[config.mk]
export PLATFORM = sky130hd
export DESIGN_NAME = lcd_strobe_gen
export DESIGN_NICKNAME = d
export VERILOG_FILES = /design/src/rtl/lcd_tg_pkg.sv /design/src/rtl/lcd_pix_counter.sv /design/src/rtl/lcd_line_tracker.sv /design/src/rtl/lcd_strobe_decode.sv /design/src/rtl/lcd_inv_toggler.sv /design/src/rtl/lcd_strobe_gen.sv
export SDC_FILE = /design/constraint.sdc
export NUM_CORES = 1
export LEC_CHECK = 0
export BUFFER_PORTS_ARGS = -buffer_cell sky130_fd_sc_hd__buf_2
export CAP_MARGIN = 40
export CORE_UTILIZATION = 35
export CTS_CLUSTER_SIZE = 28
export DETAILED_ROUTE_END_ITERATION = 10
export SLEW_MARGIN = 20
export SYNTH_ARGS = -nofsm -noshare
export SYNTH_HDL_FRONTEND = slang
export SYNTH_SLANG_ARGS = --single-unit
[constraint.sdc]
create_clock -name clk -period 2.1 [get_ports clk]
set_clock_uncertainty 0.2 [all_clocks]
set_input_delay 0.42 -clock clk [delete_from_list [all_inputs] [get_ports clk]]
set_output_delay 0.42 -clock clk [all_outputs]
set_load 0.02 [all_outputs]
[src/rtl/lcd_tg_pkg.sv]
package lcd_tg_pkg;

  // Inclusive window test on line or pixel numbers.
  function automatic logic in_range(input int v, input int lo, input int hi);
    return (v >= lo) && (v <= hi);
  endfunction

  // Count position lies within the leading pulse width.
  function automatic logic in_head(input int pos, input int width);
    return pos < width;
  endfunction

endpackage

[src/rtl/lcd_pix_counter.sv]
module lcd_pix_counter #(
  parameter int LINE_CLKS = 384,
  parameter int PIX_W     = $clog2(LINE_CLKS)
) (
  input  logic             clk,
  input  logic             rst_n,
  input  logic             line_start,
  output logic [PIX_W-1:0] pix
);
  localparam logic [PIX_W-1:0] PIX_LAST = PIX_W'(LINE_CLKS - 1);

  always_ff @(posedge clk) begin
    if (!rst_n)                pix <= '0;
    else if (line_start)       pix <= '0;
    else if (pix != PIX_LAST)  pix <= pix + 1'b1;
  end
endmodule

[src/rtl/lcd_line_tracker.sv]
module lcd_line_tracker #(
  parameter int LINE_W = 10
) (
  input  logic              clk,
  input  logic              rst_n,
  input  logic              line_start,
  input  logic              field_start,
  input  logic              field_id,
  output logic [LINE_W-1:0] line,
  output logic              fld,
  output logic              par,
  output logic              par_ok
);
  localparam logic [LINE_W-1:0] LINE_MAX = {LINE_W{1'b1}};

  always_ff @(posedge clk) begin
    if (!rst_n) begin
      line   <= '0;
      fld    <= 1'b0;
      par    <= 1'b0;
      par_ok <= 1'b0;
    end else if (field_start) begin
      line <= LINE_W'(1);
      fld  <= field_id;
      if (!par_ok) begin
        par    <= field_id;
        par_ok <= 1'b1;
      end
    end else if (line_start && line != LINE_MAX) begin
      line <= line + 1'b1;
    end
  end
endmodule

[src/rtl/lcd_strobe_decode.sv]
module lcd_strobe_decode
  import lcd_tg_pkg::*;
#(
  parameter int PIX_W       = 9,
  parameter int LINE_W      = 10,
  parameter int PULSE_W     = 8,
  parameter int FIRST_LINE  = 22,
  parameter int LAST_V_LINE = 260,
  parameter int LAST_H_LINE = 261
) (
  input  logic [PIX_W-1:0]  pix,
  input  logic [LINE_W-1:0] line,
  output logic              hstart,
  output logic              vclk_n,
  output logic              vstart_n
);
  logic head, h_win, v_win;

  always_comb begin
    head     = in_head(int'(pix), PULSE_W);
    h_win    = in_range(int'(line), FIRST_LINE, LAST_H_LINE);
    v_win    = in_range(int'(line), FIRST_LINE, LAST_V_LINE) && !line[0];
    hstart   = head && h_win;
    vclk_n   = !(head && v_win);
    vstart_n = !(head && int'(line) == FIRST_LINE);
  end
endmodule

[src/rtl/lcd_inv_toggler.sv]
module lcd_inv_toggler
  import lcd_tg_pkg::*;
#(
  parameter int PIX_W       = 9,
  parameter int LINE_W      = 10,
  parameter int INV_CLK     = 40,
  parameter int FIRST_LINE  = 22,
  parameter int LAST_H_LINE = 261,
  parameter int EXTRA_LINE  = 4
) (
  input  logic              clk,
  input  logic              rst_n,
  input  logic [PIX_W-1:0]  pix,
  input  logic [LINE_W-1:0] line,
  input  logic              fld,
  input  logic              par,
  input  logic              par_ok,
  output logic              tgl_evt,
  output logic              hinv
);
  logic active_line, extra_line;

  always_comb begin
    active_line = in_range(int'(line), FIRST_LINE, LAST_H_LINE);
    extra_line  = (int'(line) == EXTRA_LINE) && par_ok && (fld == par);
    tgl_evt     = (int'(pix) == INV_CLK) && (active_line || extra_line);
  end

  always_ff @(posedge clk) begin
    if (!rst_n)       hinv <= 1'b0;
    else if (tgl_evt) hinv <= ~hinv;
  end
endmodule

[src/rtl/lcd_strobe_gen.sv]
module lcd_strobe_gen #(
  parameter int LINE_CLKS   = 384,
  parameter int LINE_W      = 10,
  parameter int PULSE_W     = 8,
  parameter int INV_CLK     = 40,
  parameter int FIRST_LINE  = 22,
  parameter int LAST_V_LINE = 260,
  parameter int LAST_H_LINE = 261,
  parameter int EXTRA_LINE  = 4
) (
  input  logic clk,
  input  logic rst_n,
  input  logic line_start,
  input  logic field_start,
  input  logic field_id,
  input  logic sleep_req,
  output logic hstart,
  output logic vclk_n,
  output logic vstart_n,
  output logic hinv,
  output logic pdr
);
  localparam int PIX_W = $clog2(LINE_CLKS);

  logic [PIX_W-1:0]  pix_cnt;
  logic [LINE_W-1:0] line_cnt;
  logic              fld, par, par_ok, tgl_evt;

  lcd_pix_counter #(.LINE_CLKS(LINE_CLKS), .PIX_W(PIX_W)) u_pix (
    .clk(clk), .rst_n(rst_n), .line_start(line_start), .pix(pix_cnt)
  );

  lcd_line_tracker #(.LINE_W(LINE_W)) u_line (
    .clk(clk), .rst_n(rst_n), .line_start(line_start),
    .field_start(field_start), .field_id(field_id),
    .line(line_cnt), .fld(fld), .par(par), .par_ok(par_ok)
  );

  lcd_strobe_decode #(
    .PIX_W(PIX_W), .LINE_W(LINE_W), .PULSE_W(PULSE_W),
    .FIRST_LINE(FIRST_LINE), .LAST_V_LINE(LAST_V_LINE), .LAST_H_LINE(LAST_H_LINE)
  ) u_dec (
    .pix(pix_cnt), .line(line_cnt),
    .hstart(hstart), .vclk_n(vclk_n), .vstart_n(vstart_n)
  );

  lcd_inv_toggler #(
    .PIX_W(PIX_W), .LINE_W(LINE_W), .INV_CLK(INV_CLK),
    .FIRST_LINE(FIRST_LINE), .LAST_H_LINE(LAST_H_LINE), .EXTRA_LINE(EXTRA_LINE)
  ) u_inv (
    .clk(clk), .rst_n(rst_n), .pix(pix_cnt), .line(line_cnt),
    .fld(fld), .par(par), .par_ok(par_ok), .tgl_evt(tgl_evt), .hinv(hinv)
  );

  always_ff @(posedge clk) begin
    if (!rst_n) pdr <= 1'b0;
    else        pdr <= ~sleep_req;
  end
endmodule

==> Word-level counts from Yosys, hierarchy flattened <==
Index checks and enable logic that the tools add are counted.
W data, S select, Z words.
{ "op_classes": {"muxes": 2, "shift": 0, "bitwise_logic": 4, "add_sub_neg": 2, "n_eq_ne": 6, "reduce_logical": 18, "div": 0, "n_mul": 0, "magnitude_cmp": 4} }
{ "op_table": {"columns": ["cell", "count"], "rows": [
  ["$le A10 B9 Y1 const B", 2],
  ["$add A10 B1 Y10 const B", 1],
  ["$eq A10 B4 Y1 const B", 1],
  ["$eq A10 B6 Y1 const B", 1],
  ["$ge A10 B5 Y1 const B", 1],
  ["$logic_and A1 B1 Y1", 10],
  ["$ne A10 B10 Y1 const B", 1],
  ["$add A9 B1 Y9 const B", 1],
  ["$eq A9 B7 Y1 const B", 1],
  ["$lt A9 B4 Y1 const B", 1],
  ["$ne A9 B9 Y1 const B", 1],
  ["$not A1 Y1", 4],
  ["$reduce_or A2 Y1", 2],
  ["$logic_not A1 Y1", 3],
  ["$mux W1", 2],
  ["$reduce_and A2 Y1", 1],
  ["$reduce_bool A2 Y1", 1],
  ["$eq A1 B1 Y1", 1],
  ["$logic_or A1 B1 Y1", 1]
]} }
{ "word_totals": {"latch_bits": 0, "in_bits": 6, "mem_bits_ro": 0, "ramBits": 0, "mem_count": 0, "reg_bits": 24, "wordCells": 44} }

==> Logic depth before layout (Yosys ltp) <==
{ "logic_depth": {"ltp_word": 5, "mapped_depth": 6, "depth_no_buf": 6} }

==> Modules after synthesis <==
From an unflattened synthesis, not the netlist that was laid out.
{ "unflattened": {"hier_cells": 150, "area_unflattened_um2": 1336.3} }
{ "by_module_without_submodules": {"columns": ["mod", "area_each_um2", "instances", "seq_area_each_um2", "cells_each"], "rows": [
  ["lcd_line_tracker", 619.3, 1, 260.2, 64],
  ["lcd_pix_counter", 434.2, 1, 180.2, 49],
  ["lcd_inv_toggler", 161.4, 1, 20.0, 22],
  ["lcd_strobe_decode", 87.6, 1, 0.0, 13],
  ["lcd_strobe_gen", 33.8, 1, 20.0, 2]
]} }

==> Worst setup path after synthesis <==
Ideal clock, no wire load.
{ "synth_timing": {"path_type": "register to output", "start": "register u_line.line[1]", "end": "output port hstart", "arrival_time_ns": 1.509, "path_stages_with_launch": 6, "required_time_ns": 1.480, "path_slack_ns": -0.029, "cell_sequence": "dfxtp_1 > inv_1 > ha_1 > or3b_1 > a31oi_1 > and3b_1"} }
{ "synth_via": {"elab_chain_cells": 3, "word_cells_on_any_way": 4} }
{ "synth_rtl": {"columns": ["item", "line_no", "text"], "rows": [
  ["start, declared", "lcd_line_tracker.sv:9", "output logic [LINE_W-1:0] line,"],
  ["start signal, assigned", "lcd_line_tracker.sv:30", "line <= line + 1'b1;"],
  ["$ge A10 B5 Y1 or $le A10 B9 Y1 (tied branches)", "lcd_tg_pkg.sv:5", "return (v >= lo) && (v <= hi);"],
  ["$logic_and A1 B1 Y1 *", "lcd_tg_pkg.sv:5", null],
  ["$logic_and A1 B1 Y1 *", "lcd_strobe_decode.sv:23", "hstart = head && h_win;"],
  ["end, declared", "lcd_strobe_gen.sv:17", "output logic hstart,"]
]} }
Every way passes the cells marked *; elsewhere a longest branch is shown, timed or not.

==> Worst setup path in the final report <==
Same ends and word-level chain as after synthesis.

==> metrics.cfg <==
[outcome]
status = complete, but fails checks
violations = negative setup slack

[sta]
max_slew_margin_pct = 74.0
timing.final.crit_share_pct = 113
clock.fmax_ghz = 0.420
fin_crit_ns = 2.38
finalHoldViolations = 0
max_slew.worst_pin.slew_ns = 0.389
setup_viol = 3
slew_violations = 0
rsz0062_at_grt = yes
worst_slack_ns = -0.282

[clock_tree]
ctsHtreeMaxLevel = 1
cts_hold_buf = 0
clkTransAtPathRegs_ns = 0.08
cts_tree = built
cts.sinks = 24
clock_path_buffers = 2
root_buffer = clkbuf_8
worst_skew_pair.late_latency_ns = 0.26
numCtsBuffers = 3

[final_layout]
drive_above_1_share_pct = 32.3
nets = 206
final_core_utilization_pct = 48.0
syn_to_final_growth_pct = 28.4
antenna_cells = 0

[critical_path]
crit_type = register to output pin
startpoint_type = register
critical_path_peak_fanout = 3
crit_arrival_ns = 1.76
end_kind = output pin
cp.required_ns = 1.48

[power]
power.internal_w = 0.000662
sequentialPowerShare_pct = 55.8
switching_share_pct = 21.7
switchingPower_w = 0.000183
power_frac_comb_pct = 7.8
peakVddDrop_mv = 0.355
p_leak_nw = 0.695
power_density_nw_per_um2 = 467
total_power_w = 0.000845
p_clk_share_pct = 36.4

[global_route]
grt_antenna_before_repair = 0
grt_overflow_total = 0
grt_pass1_vias = 1318
grt_max_degree = 14
grtUsageTotal_pct = 17.2
grt_pass1_wl_mm = 5.69

[drt]
ant_nets = 0
drt_wl_total_mm = 3.23
routedWlPerCell_um = 13.4
drc = 0
via_per_inst = 5.31
drtIter0Drc = 63
drt-pass1-iter-count = 4
num_vias = 1274

[die]
ioPinCount = 11
die_w_um = 65.4
start_util_pct = 37.4
num_rows = 22
coreArea_um2 = 3770
die_area_um2 = 4280
die_y_um = 65.4

[yosys]
syn_inst = 160
synth_area_um2 = 1410
synth_xor_area_share_pct = 6.84
yosysTopAreaCell = dfxtp_1
synth-seq-area-share_pct = 34.1
synth_top_family_by_area = simple AND/OR/NAND/NOR gates
synthTopCellsByArea = dfxtp_1 (34%), ha_1 (6.2%), nor2_1 (4.5%)
synth.most_common_cell = dfxtp_1
synth-compound-area-share_pct = 15.6
synth_edf_count = 0
synthArstFlopShare_pct = 0
muxShareOfSynthArea_pct = 3.55
synth_common_cells = dfxtp_1 (24), nor2_1 (17), nand2_1 (9), inv_1 (8)
ys.flop_type = dfxtp_1
ys_warn_count = 0
ys_ff_latch = 24
synthAdderAreaFrac_pct = 6.22
synth_cell_types = 41
netlist.area_leader.share_pct = 34.1
yosys.area_share.simple_pct = 29.2
syn_area_per_cell_um2 = 8.81
syn-num-nets = 173

[run]
maxCapViolCount = 0

[hold_path]
min_path_type = input pin to register

[placed_design]
hpwlAfterDp_mm = 2.41
place.gp.congestion = 0.821
port_buffers = 10

[flip-flops by register name (all words and copies together), names as in the netlist]
| name | cells |
|---|---|
| u_line.line | 10 |
| u_pix.pix | 9 |
| pdr | 1 |
| u_inv.hinv | 1 |
| u_line.fld | 1 |
| u_line.par | 1 |
| u_line.par_ok | 1 |
[stage by stage]
stage	area, µm²	hold slack [ns]	std cells	setup slack (ns)	TNS, ns
after floorplan	1410	0.234	160	0.0374	0
after global placement	1640	0.254	231	-0.0103	-0.0103
after detailed placement	1640	0.262	231	-0.0847	-0.0847
after CTS	1790	0.0936	239	-0.256	-0.508
after global routing	1810	0.0912	240	-0.362	-0.851
final	1810	0.103	240	-0.282	-0.571
[cell families after synthesis]
group                      after synthesis
muxes                                    5
buffers and inverters                   15
and+or+nand+nor                         71
xor gates and xnor gates                11
AOI/OAI and AO/OA                       27
adders and majority gates                7
DFF                                     24
[cell usage in the layout, fill, tap and decap left out, types with 2 or more instances in the layout]
cell,netlist,final
dfxtp_1,24,20
nor3_1,6,6
nor2b_1,3,3
xor2_1,4,4
o21ai_0,3,2
a31oi_1,6,5
o211ai_1,2,2
clkbuf_8,0,4
a21oi_1,3,3
and3_1,3,3
buf_4,0,26
nand4b_1,2,2
inv_2,0,2
ha_1,7,4
o21a_1,5,5
nor4_4,0,2
nand3_1,6,5
nor2_1,17,17
nand2b_1,4,4
buf_2,5,7
nor3b_2,0,2
buf_6,0,2
ha_2,0,3
dfxtp_2,0,4
mux2i_1,5,5
xnor2_1,7,7
nand4_1,6,6
nand2_1,9,9
and2_1,2,2
inv_1,8,6
[critical path, cell delays in order (launching register included)]
cell and delay (ns):
dfxtp_2 0.33, buf_4 0.14, ha_2 0.17, o21a_1 0.18, o21ai_2 0.17, nand3_1 0.13, and3b_2 0.25, buf_6 0.13
[final timing paths]
path	end	startpoint	slack, ns	cells after the start
setup / recovery	hstart	u_line.line[1]$_SDFFE_PP0P_	-0.28	7
hold / removal	pdr$_SDFF_PN0_	sleep_req	0.10	2
setup reg to reg	u_line.line[0]$_SDFFE_PN0P_	u_line.line[1]$_SDFFE_PP0P_	0.24	7
hold reg to reg	u_line.par_ok$_SDFFE_PN0P_	u_line.par_ok$_SDFFE_PN0P_	0.28	1
[power groups by stage]
| stage | clock network, W | registers, W | logic (W) |
|---|---|---|---|
| floorplan | 0 | 0.000484 | 0.0000351 |
| global placement | 0 | 0.000481 | 0.0000594 |
| detailed placement | 0 | 0.000482 | 0.0000619 |
| CTS | 0.000324 | 0.000472 | 0.0000645 |
| global route | 0.000346 | 0.000473 | 0.0000730 |
| finish | 0.000308 | 0.000471 | 0.0000655 |
[layout make-up]
| type | instances | area (µm²) |
|---|---|---|
| clock buffer | 4 | 55.1 |
| fill | 345 | 1960 |
| inverter | 8 | 30.0 |
| multi-input combinational | 121 | 926 |
| sequential | 24 | 485 |
| tap | 48 | 60.1 |
| timing repair buffer | 35 | 253 |
[routing by layer]
layer	global-route usage, %	share of wire, %
met5	0	0
met4	7.34	2.3
met3	3.65	2.2
met2	29.8	51
met1	20.2	44
[repair_timing]
action	CTS	global route
setup endpoints to repair	3	3
pin swaps	5	4
gates cloned	0	0
setup buffers	4	1
gates resized for setup	18	4
No activity file was read; power rests on OpenSTA's default activity.
